===== src/rtl/bcd_recip_pkg.sv =====
package bcd_recip_pkg;
  localparam int DIGIT_W = 4;

  typedef enum logic [1:0] {
    ST_IDLE = 2'd0,
    ST_NORM = 2'd1,
    ST_DIV  = 2'd2
  } recip_state_t;
endpackage


===== src/rtl/bcd_digit_sub.sv =====
module bcd_digit_sub (
  input  logic [3:0] a,
  input  logic [3:0] b,
  input  logic       bin,
  output logic [3:0] d,
  output logic       bout
);
  logic [4:0] raw;

  always_comb begin
    raw = {1'b0, a} - {1'b0, b} - {4'b0, bin};
    if (raw[4]) begin
      d    = raw[3:0] + 4'd10;
      bout = 1'b1;
    end else begin
      d    = raw[3:0];
      bout = 1'b0;
    end
  end

  // a valid decimal pair always yields a valid decimal digit
  always_comb begin
    if (a <= 4'd9 && b <= 4'd9)
      p_digit_valid_r8: assert (d <= 4'd9);
  end
endmodule


===== src/rtl/bcd_sub_vec.sv =====
module bcd_sub_vec #(
  parameter int DIGITS = 5
) (
  input  logic [4*DIGITS-1:0] a,
  input  logic [4*DIGITS-1:0] b,
  output logic [4*DIGITS-1:0] diff,
  output logic                borrow
);
  logic [DIGITS:0] chain;

  assign chain[0] = 1'b0;

  for (genvar g = 0; g < DIGITS; g++) begin : g_dig
    bcd_digit_sub u_cell (
      .a    (a[4*g +: 4]),
      .b    (b[4*g +: 4]),
      .bin  (chain[g]),
      .d    (diff[4*g +: 4]),
      .bout (chain[g+1])
    );
  end

  assign borrow = chain[DIGITS];
endmodule


===== src/rtl/bcd_reciprocal.sv =====
module bcd_reciprocal
  import bcd_recip_pkg::*;
#(
  parameter int N_DIG = 4,
  parameter int M_DIG = 6
) (
  input  logic                       clk,
  input  logic                       rst,
  input  logic                       start,
  input  logic [4*N_DIG-1:0]         t_bcd,
  output logic                       busy,
  output logic                       done,
  output logic                       zero_err,
  output logic [4*M_DIG-1:0]         q_bcd,
  output logic [$clog2(N_DIG+1)-1:0] shift_exp
);
  localparam int TW   = DIGIT_W * N_DIG;
  localparam int QW   = DIGIT_W * M_DIG;
  localparam int RDIG = N_DIG + 1;
  localparam int RW   = DIGIT_W * RDIG;
  localparam int EW   = $clog2(N_DIG + 1);
  localparam int CW   = $clog2(M_DIG + 1);
  localparam logic [RW-1:0] REM_ONE = RW'(1) << (DIGIT_W * (N_DIG - 1));

  recip_state_t state;
  logic [TW-1:0] div_r;
  logic [RW-1:0] rem_r;
  logic [QW-1:0] qacc;
  logic [3:0]    qd;
  logic [CW-1:0] dcnt;
  logic [EW-1:0] zcnt;

  logic [RW-1:0] sub_diff;
  logic          sub_borrow;
  logic [QW-1:0] q_next;
  logic          t_is_zero;

  assign t_is_zero = (t_bcd == '0);
  assign q_next    = (qacc << DIGIT_W) | QW'(qd);
  assign busy      = (state != ST_IDLE);

  bcd_sub_vec #(.DIGITS(RDIG)) u_sub (
    .a      (rem_r),
    .b      ({4'h0, div_r}),
    .diff   (sub_diff),
    .borrow (sub_borrow)
  );

  always_ff @(posedge clk) begin
    if (rst) begin
      state     <= ST_IDLE;
      div_r     <= '0;
      rem_r     <= '0;
      qacc      <= '0;
      qd        <= '0;
      dcnt      <= '0;
      zcnt      <= '0;
      done      <= 1'b0;
      zero_err  <= 1'b0;
      q_bcd     <= '0;
      shift_exp <= '0;
    end else begin
      done <= 1'b0;
      case (state)
        ST_IDLE: begin
          if (start) begin
            if (t_is_zero) begin
              zero_err  <= 1'b1;
              done      <= 1'b1;
              q_bcd     <= '0;
              shift_exp <= '0;
            end else begin
              zero_err <= 1'b0;
              div_r    <= t_bcd;
              rem_r    <= REM_ONE;
              qacc     <= '0;
              qd       <= '0;
              dcnt     <= '0;
              zcnt     <= '0;
              state    <= ST_NORM;
            end
          end
        end
        ST_NORM: begin
          if (div_r[TW-1 -: 4] == 4'h0) begin
            div_r <= div_r << DIGIT_W;
            zcnt  <= zcnt + 1'b1;
          end else begin
            state <= ST_DIV;
          end
        end
        ST_DIV: begin
          if (!sub_borrow) begin
            rem_r <= sub_diff;
            qd    <= qd + 4'd1;
          end else begin
            rem_r <= rem_r << DIGIT_W;
            qacc  <= q_next;
            qd    <= 4'd0;
            dcnt  <= dcnt + 1'b1;
            if (dcnt == CW'(M_DIG - 1)) begin
              q_bcd     <= q_next;
              shift_exp <= zcnt;
              done      <= 1'b1;
              state     <= ST_IDLE;
            end
          end
        end
        default: state <= ST_IDLE;
      endcase
    end
  end

  // a zero operand is flagged on the very next cycle
  p_zero_flag_r1: assert property (@(posedge clk) disable iff (rst)
    (!busy && start && t_is_zero) |=> (done && zero_err));

  // normalisation never removes more digits than a non-zero operand can have
  p_norm_bound_r2: assert property (@(posedge clk) disable iff (rst)
    (state == ST_NORM) |-> (zcnt <= EW'(N_DIG - 1)));

  // the remainder stays below the divisor when a digit closes
  p_rem_top_r3: assert property (@(posedge clk) disable iff (rst)
    (state == ST_DIV && sub_borrow) |-> (rem_r[RW-1 -: 4] == 4'h0));

  // completion is a single-cycle pulse while idle
  p_done_pulse_r4: assert property (@(posedge clk) disable iff (rst)
    done |=> !done);
  p_done_idle_r4: assert property (@(posedge clk) disable iff (rst)
    done |-> !busy);

  // results hold while idle without start
  p_hold_r6: assert property (@(posedge clk) disable iff (rst)
    (!busy && !start) |=> ($stable(q_bcd) && $stable(shift_exp) && $stable(zero_err)));

  // a digit count never passes nine
  p_digit_cap_r8: assert property (@(posedge clk) disable iff (rst)
    (state == ST_DIV) |-> (qd <= 4'd9));

  // a non-zero operand makes the unit busy
  p_busy_r9: assert property (@(posedge clk) disable iff (rst)
    (!busy && start && !t_is_zero) |=> busy);
endmodule


===== config.mk =====
export PLATFORM = sky130hd
export DESIGN_NAME = bcd_reciprocal
export DESIGN_NICKNAME = d
export VERILOG_FILES = /design/src/rtl/bcd_recip_pkg.sv /design/src/rtl/bcd_digit_sub.sv /design/src/rtl/bcd_sub_vec.sv /design/src/rtl/bcd_reciprocal.sv
export SDC_FILE = /design/constraint.sdc
export NUM_CORES = 1
export LEC_CHECK = 0
export ABC_CLOCK_PERIOD_IN_PS = 9200
export BUFFER_PORTS_ARGS = -buffer_cell sky130_fd_sc_hd__buf_2
export CAP_MARGIN = 20
export CORE_MARGIN = 1
export CORE_UTILIZATION = 54
export CTS_CLUSTER_DIAMETER = 40
export DETAILED_ROUTE_END_ITERATION = 12
export PLACE_DENSITY = 0.76
export SLEW_MARGIN = 25
export SYNTH_ARGS = -nofsm -noshare
export SYNTH_HDL_FRONTEND = slang
export SYNTH_HIERARCHICAL = 1
export SYNTH_SLANG_ARGS = --single-unit
export TNS_END_PERCENT = 50

===== constraint.sdc =====
create_clock -name clk -period 9.2 [get_ports clk]
set_input_delay 1.38 -clock clk [delete_from_list [all_inputs] [get_ports clk]]
set_output_delay 1.38 -clock clk [all_outputs]
set_load 0.02 [all_outputs]

# After elaboration in Yosys (flattened, before gate mapping)
# Cells that the tools add are included.
# W data, S select, Z words.
# totals
mem_bits_rw,0
output_inout_bits,30
n_memories,0
romBits,0
register_bits,97
latchBits,0
# classes
multipliers,0
n_lt_le_gt_ge,0
bitwise,1
n_eq_ne,10
n_div,0
shift,0
n_reduce_logical,12
n_addsub,16
mux,53
# ops
operator,n
$mux W20,6
$mux W24,4
$pmux W20 S2,2
$mux W16,3
$pmux W24 S2,1
$mux W4,8
$pmux W16 S2,1
$mux W3,8
$or A24 B4 Y24,1
$add A4 B4 Y4 const B,5
$sub A4 B4 Y5,4
$pmux W3 S2,3
$logic_not A16 Y1,1
$sub A5 B1 Y5,3
$ne A2 B2 Y1 const B,7
$mux W2,5
$reduce_and A5 Y1,2
$mux W1,9
$pmux W4 S2,1
$reduce_and A4 Y1,2
$add A3 B1 Y3 const B,2
$pmux W2 S3,1
$reduce_bool A2 Y1,3
$sub A4 B1 Y5,1
9 further kinds,9

# Depth between registers and ports, before layout
# Gate-level depths: netlist (run 1).
# logic_depth
depth_word,13
mapped_depth,42
mapped_depth_nobuf,40

# Cells and area by module
# The synthesis (run 1) kept the hierarchy.
# by_module_without_submodules
mod,area_per_inst_um2,cells_per_inst,instances
bcd_reciprocal,3876.2,378,1
bcd_digit_sub,274.0,32,5
bcd_sub_vec,3.8,1,1

# Worst setup path before layout (run 1)
# No wires, ideal clock.
# synth_timing
path_kind,reg2reg
startpoint,register div_r[0]
endpoint,register q_bcd[0]
required_time_ps,9140
slack_ps,226
arrival_ps,8914
stages_incl_launch_ff,41
setup_time_ps,60
period_less_slack_ps,8974
path_cell_list,dfxtp_1 inv_1 fa_1 fa_1 nand2b_1 a211o_1 and2_4 inv_1 inv_1 fa_1 fa_1 nand2b_1 a211o_1 and2_4 inv_1 inv_1 fa_1 fa_1 [... 5 more ...] fa_1 fa_1 nand2b_1 a211o_1 and2_4 inv_1 inv_1 fa_1 fa_1 nand2b_1 a211o_1 and2_4 inv_1 clkbuf_1 nand3_1 nor2_1 clkbuf_1 a22o_1
# synth_via
elab_chain_cells,12
# synth_lines
element,line_no,source
from (decl),bcd_reciprocal.sv:26,logic [TW-1:0] div_r;
from (signal assigned),bcd_reciprocal.sv:74,div_r <= t_bcd;
from (signal assigned),bcd_reciprocal.sv:86,div_r <= div_r << DIGIT_W;
$sub A4 B4 Y5,bcd_digit_sub.sv:11,"raw = {1'b0, a} - {1'b0, b} - {4'b0, bin};"
$mux W1,bcd_digit_sub.sv:12,if (raw[4]) begin
named net u_sub.chain[1],bcd_sub_vec.sv:9,logic [DIGITS:0] chain;
$sub A5 B1 Y5,bcd_digit_sub.sv:11,
$mux W1,bcd_digit_sub.sv:12,
named net u_sub.chain[2],bcd_sub_vec.sv:9,
$sub A5 B1 Y5,bcd_digit_sub.sv:11,
$mux W1,bcd_digit_sub.sv:12,
named net u_sub.chain[3],bcd_sub_vec.sv:9,
$sub A5 B1 Y5,bcd_digit_sub.sv:11,
$mux W1,bcd_digit_sub.sv:12,
named net u_sub.chain[4],bcd_sub_vec.sv:9,
$sub A4 B1 Y5,bcd_digit_sub.sv:11,
$mux W1,bcd_digit_sub.sv:12,
named net sub_borrow,bcd_reciprocal.sv:34,logic sub_borrow;
$ne A2 B2 Y1 (no line),--,
$reduce_and A5 Y1 (no line),--,
to (signal assigned),bcd_reciprocal.sv:102,q_bcd <= q_next;
to (decl),bcd_reciprocal.sv:14,"output logic [4*M_DIG-1:0] q_bcd,"
# The timed path passes the listed nets, and every way through them passes these cells.
# A chain may end at the register's enable or synchronous reset.

# Final worst setup path (run 1)
# layout_timing
startpoint,register div_r[0]
endpoint,register qacc[18]
# layout_via
elab_chain_cells,12
# layout_lines
element,line_no,source
$sub A4 B4 Y5,bcd_digit_sub.sv:11,
$mux W1,bcd_digit_sub.sv:12,
named net u_sub.chain[1],bcd_sub_vec.sv:9,
$sub A5 B1 Y5,bcd_digit_sub.sv:11,
$mux W1,bcd_digit_sub.sv:12,
named net u_sub.chain[2],bcd_sub_vec.sv:9,
$sub A5 B1 Y5,bcd_digit_sub.sv:11,
$mux W1,bcd_digit_sub.sv:12,
named net u_sub.chain[3],bcd_sub_vec.sv:9,
$sub A5 B1 Y5,bcd_digit_sub.sv:11,
$mux W1,bcd_digit_sub.sv:12,
named net u_sub.chain[4],bcd_sub_vec.sv:9,
$sub A4 B1 Y5,bcd_digit_sub.sv:11,
$mux W1,bcd_digit_sub.sv:12,
named net sub_borrow,bcd_reciprocal.sv:34,
$ne A2 B2 Y1 (no line),--,
$reduce_and A4 Y1 (no line),--,
to (signal assigned),bcd_reciprocal.sv:98,qacc <= q_next;
to (decl),bcd_reciprocal.sv:28,logic [QW-1:0] qacc;
# The timed path passes the listed nets, and every way through them passes these cells.

==> reports/metrics.yaml, run 1 <==
status: "complete, no violations"
p_per_area_nw_per_um2: 228
worstHoldPathType: "register to register"
final_area_um2: 6080
fin_skew_ns: 0.0148
wl_mm: 12.3
nFillCells: 762
grt_max_degree: 59
rrSetupSlack_ns: 0.29
core_um2: 9330
synthDistinctLibCells: 48
cts.clk_slew.worst_paths_ns: 0.11
port_buffers: 48
fmax_mhz: 112
relSlewSlack: 0.333
p_leak_uw: 0.00256
gp_congestion: 0.871
antenna_found_initial: 0
max_stage_delay_ns: 0.40
reg2reg_depth: 41
worst_pin_slew_ns: 0.999
h-tree-depth: 3
synth-seq-cells: 97
min_path_cells: 1
cp_slowest_cell: "fa_1"
drtPass1Iterations: 5
seq_area_frac_synth: 0.370
track_usage: 0.246
grt_pass1_vias: 4069
synthesis.area_um2: 5250
routed-via-count: 4162
nNetsFinal: 655
die_height_um: 101
synthFlopType: "dfxtp_1"
drive_gt1_frac: 0.248
syn_to_final_growth_pct: 15.8
holdBufCountCts: 0
worstReg2RegStart: "div_r[0]"
die_x_um: 101
hp-start: "qacc[18]"
setup_violations: 0
worstSetupPathType: "register to register"
crit_arrival_ns: 9.24
synth_cells: 539
gr-total-overflow: 0
cp_max_fo: 11
report.final.slew_viol_count: 0
placed_cells: 697
multi_input_area_um2: 3120
io_pins: 49
tritoncts: "yes"
worstSetupStartpointType: "register"
final_util: 0.652
seqCellArea_um2: 1940
cts.sinks: 97
fin_crit_sh: 0.969
placed_area_um2: 5630
critPathTopFamily: "adder cells"
viasPerCell: 5.77
fin_cells: 721
placementRows: 35
path_buf_inv: 13
start_util: 0.563
clockBufferDepth: 2
dieArea_um2: 10100
yosysWarnings: 6
worstHoldEndpoint: "q_bcd[22]"
cp_common_cell: "inv_1"
diodes: 0
min_period_ns: 8.91
avgSynthCellArea_um2: 9.74
required_ns: 9.53
synth_edf_count: 0
numCtsBuffers: 9
drtIter0Drc: 175
dp_slack_ns: -0.253
maxCapViolations: 0
hpwl_mm: 8.40
insertion_delay_ns: 0.38
setup_slack_ns: 0.288
vdd_drop_max_v: 0.000119
async_flop_share: 0
drtAntennaViolNets: 0
routedWlPerCell_um: 17.1
critPathCaptureType: "register"
r2r_end: "qacc[18]"
grt_pass1_wl_mm: 19.6
finalHoldViolCount: 0
holdWs_ns: 0.479
route.detailed.drc: 0
cts_root_buf: "clkbuf_8"
[registers in the layout, summed over array words and instances, names as in the netlist]
signal     flops
dcnt           3
div_r         16
done           1
q_bcd         24
qacc          20
qd             4
rem_r         20
shift_exp      3
state          2
zcnt           3
zero_err       1
[layer usage]
metal | global-route usage | up-vias | routed length (um)
li1 | - | 2025 | -
met1 | 0.331 | 2028 | 5710
met2 | 0.400 | 91 | 5890
met3 | 0.0333 | 18 | 503
met4 | 0.0992 | 0 | 243
met5 | 0 | - | 0
[worst max-delay path by stage]
stage	startpoint	endpoint	slack, ns	depth (start not counted)
6_report	div_r[0]	qacc[18]	0.29	41
2_1_floorplan	div_r[0]	q_bcd[0]	0.23	40
3_5_place_dp	div_r[0]	q_bcd[18]	-0.25	40
5_1_grt	div_r[0]	qacc[15]	-0.05	41
4_1_cts	div_r[0]	q_bcd[18]	0.009	40
3_3_place_gp	div_r[0]	q_bcd[16]	0.13	40
[final cells by class]
type                    count  share of cell area
flip-flops and latches     97               0.320
multi-input cells         366               0.513
clock buffers              10              0.0210
well taps                 129              0.0266
inverters                  48              0.0296
repair buffers             65              0.0782
clock inverters             6              0.0117
[logic make-up after synthesis]
logic type                 synth area share
and+or+nand+nor                       0.151
AOI/OAI and AO/OA                     0.190
DFF                                   0.370
buffers and inverters                0.0584
adders and majority gates             0.131
xor gates and xnor gates             0.0434
muxes                                0.0555
other                               0.00143
[through the flow]
step	TNS [ns]	total power (uW)
after CTS	0	1370
after global routing	-0.262	1480
final	0	1390
after detailed placement	-7.50	1080
after global placement	0	1040
after floorplan	0	957
[cell usage in the layout (no fill, tap or decap), drive strengths merged, types with 13 or more instances in the layout]
master | Yosys | routed
dfxtp | 97 | 97
buf | 6 | 62
inv | 48 | 51
ha | 39 | 39
nand2 | 29 | 29
a22o | 27 | 27
nor3b | 23 | 23
a31o | 22 | 22
a21oi | 17 | 17
nand3 | 17 | 17
mux2i | 16 | 16
nor3 | 15 | 15
xnor2 | 15 | 15
o2bb2ai | 15 | 15
nor2 | 14 | 14
clkbuf | 25 | 13
[Yosys cell counts (8+ instances only)]
cell / n / share of area
a21oi_1: 17 / 0.016
a22o_1: 27 / 0.045
a311oi_1: 8 / 0.013
a31o_2: 21 / 0.035
a31oi_1: 9 / 0.011
clkbuf_1: 25 / 0.018
dfxtp_1: 97 / 0.37
fa_1: 10 / 0.038
ha_1: 39 / 0.093
inv_1: 48 / 0.034
mux2i_1: 16 / 0.031
nand2_1: 29 / 0.021
nand2b_1: 9 / 0.011
nand3_1: 17 / 0.016
nor2_1: 14 / 0.010
nor3_1: 15 / 0.014
nor3b_1: 22 / 0.031
o21ai_0: 9 / 0.0086
o2bb2ai_1: 12 / 0.020
xnor2_1: 15 / 0.025
xor2_1: 11 / 0.018
[timing repair]
action,CTS,global route
pin swaps,2,3
setup endpoints to repair,65,70
gates cloned,3,3
setup buffers,1,1
gates resized for setup,14,25
[worst reg2reg max path: cells and delay by family (launching register included)]
kind | cells | cell delay [ns]
buffers and inverters | 13 | 1.05
AO/OA/AOI/OAI | 6 | 1.69
flip-flops | 1 | 0.35
AND/OR/NAND/NOR | 12 | 2.13
adder cells (fa/ha/maj) | 10 | 3.64
[power breakdown]
part / switching [uW] / internal [uW]
combinational: 316 / 317
sequential: 26.6 / 441
clock: 157 / 129
total: 500 / 887
Note: power is estimated with default switching activity, not from simulation.
==> inputs of run 2 (changes only) <==
--- a/config.mk
+++ b/config.mk
@@ -11,8 +11,10 @@
 export CORE_MARGIN = 1
 export CORE_UTILIZATION = 54
 export CTS_CLUSTER_DIAMETER = 40
+export CTS_CLUSTER_SIZE = 8
 export DETAILED_ROUTE_END_ITERATION = 12
 export PLACE_DENSITY = 0.76
+export RECOVER_POWER = 25
 export SLEW_MARGIN = 25
 export SYNTH_ARGS = -nofsm -noshare
 export SYNTH_HDL_FRONTEND = slang
==> reports/metrics.yaml, run 2 (synthesis gave the netlist of run 1 again) <==
wl_mm: 12.4
p_int_uw: 886
drive_gt1_frac: 0.196
dr_wl_met2_mm: 5.98
required_ns: 9.53
p_per_area_nw_per_um2: 230
diodes: 0
nFillCells: 781
route.met3.wl_um: 524
p_leak_uw: 0.00243
dieArea_um2: 10100
route.detailed.drc: 0
fin_cells: 721
switching_power_uw: 501
port_buffers: 48
worstSetupStartpointType: "register"
io_pins: 49
combPwrFrac: 0.455
routedWlPerCell_um: 17.2
min_period_ns: 8.91
clkPwrFrac: 0.208
critPathTopFamily: "adder cells"
maxCapViolations: 0
layout_common_cells: "96 x dfxtp_1, 48 x inv_1, 39 x ha_1"
rrSetupSlack_ns: 0.29
wl_met1_mm: 5.65
placed_area_um2: 5630
core_um2: 9330
fmax_mhz: 112
h-tree-depth: 3
highest_layer: "met4"
regMostFlops: "q_bcd"
top_regs: "q_bcd (24), qacc (20), rem_r (20)"
gp_congestion: 0.871
start_util: 0.563
relSlewSlack: 0.340
viasPerCell: 5.78
worstReg2RegStart: "rem_r[0]"
worstHoldPathType: "register to register"
numCtsBuffers: 9
hp-start: "qacc[18]"
holdWs_ns: 0.480
p_sw_frac: 0.361
gr-total-overflow: 0
largest_register_ffs: 24
seqPwrFrac: 0.337
status: "complete, no violations"
cts_root_buf: "clkbuf_8"
grt_pass1_wl_mm: 19.6
vdd_drop_max_v: 0.000120
drtAntennaViolNets: 0
die_height_um: 101
clockBufferDepth: 2
drtPass1Iterations: 4
grt_max_degree: 59
placementRows: 35
critPathCaptureType: "register"
insertion_delay_ns: 0.38
worstHoldEndpoint: "q_bcd[22]"
p_total_uw: 1390
drtIter0Drc: 206
cp_max_fo: 11
placed_cells: 697
reg2reg_depth: 40
tritoncts: "yes"
holdBufCountCts: 0
cp_slowest_cell: "fa_2"
hpwl_mm: 8.40
crit_arrival_ns: 9.24
cts.clk_slew.worst_paths_ns: 0.11
final_area_um2: 6040
fin_skew_ns: 0.0160
path_buf_inv: 12
worstSetupPathType: "register to register"
syn_to_final_growth_pct: 15.0
track_usage: 0.246
setup_violations: 0
report.final.slew_viol_count: 0
nNetsFinal: 655
routed-via-count: 4170
antenna_found_initial: 0
final_common_cell: "dfxtp_1"
worst_pin_slew_ns: 0.988
fin_crit_sh: 0.968
cts.sinks: 97
grt_pass1_vias: 4069
max_stage_delay_ns: 0.42
finalHoldViolCount: 0
min_path_cells: 1
die_x_um: 101
r2r_end: "qacc[18]"
run 2: cell count changes in the layout (fill, tap and decap cells not counted), sizes merged:
| cell | before | now |
|---|---|---|
| clkbuf | 13 | 44 |
| buf | 62 | 31 |
run 2: worst max-delay path by stage:
stage	startpoint	end	slack, ns	cells past startpoint
3_5_place_dp	div_r[0]	q_bcd[18]	-0.25	40
6_report	rem_r[0]	qacc[18]	0.29	40
2_1_floorplan	div_r[0]	q_bcd[0]	0.23	40
3_3_place_gp	div_r[0]	q_bcd[16]	0.13	40
4_1_cts	div_r[0]	q_bcd[18]	0.009	40
5_1_grt	div_r[0]	qacc[15]	-0.05	41
run 2: routing by layer:
metal | vias to the layer above | GRT usage
met2 | 98 | 0.400
met1 | 2030 | 0.331
met4 | 0 | 0.0992
li1 | 2024 | -
met3 | 18 | 0.0333
met5 | - | 0
run 2: layout make-up:
| cell class | instances | area (um2) | area share |
|---|---|---|---|
| Tap cell | 129 | 161 | 0.0267 |
| Sequential cell | 97 | 1940 | 0.322 |
| Multi-Input combinational cell | 366 | 3120 | 0.517 |
| Clock buffer | 10 | 128 | 0.0211 |
| Timing Repair Buffer | 65 | 434 | 0.0719 |
| Inverter | 48 | 180 | 0.0298 |
| Clock inverter | 6 | 71.3 | 0.0118 |
run 2: what timing repair did:
| action | 4_1_cts | 5_1_grt |
|---|---|---|
| pin swaps | 2 | 3 |
| resized for setup | 14 | 25 |
| buffers inserted | 1 | 1 |
| cloned | 3 | 3 |
| endpoints found under the setup margin | 65 | 70 |
run 2: metrics by stage:
| step | util | setup WS, ns | setup TNS, ns |
|---|---|---|---|
| after global placement | 0.603 | 0.132 | 0 |
| final | 0.647 | 0.292 | 0 |
| after CTS | 0.632 | 0.00947 | 0 |
| after detailed placement | 0.603 | -0.253 | -7.50 |
| after floorplan | - | 0.226 | 0 |
| after global routing | 0.647 | -0.0503 | -0.262 |
run 2: power groups by stage:
stage / Combinational [uW] / Sequential, uW / Clock [uW]
after floorplan: 491 / 465 / 0
after global placement: 566 / 475 / 0
after detailed placement: 599 / 476 / 0
after CTS: 610 / 467 / 290
after global routing: 703 / 471 / 308
final: 632 / 467 / 288
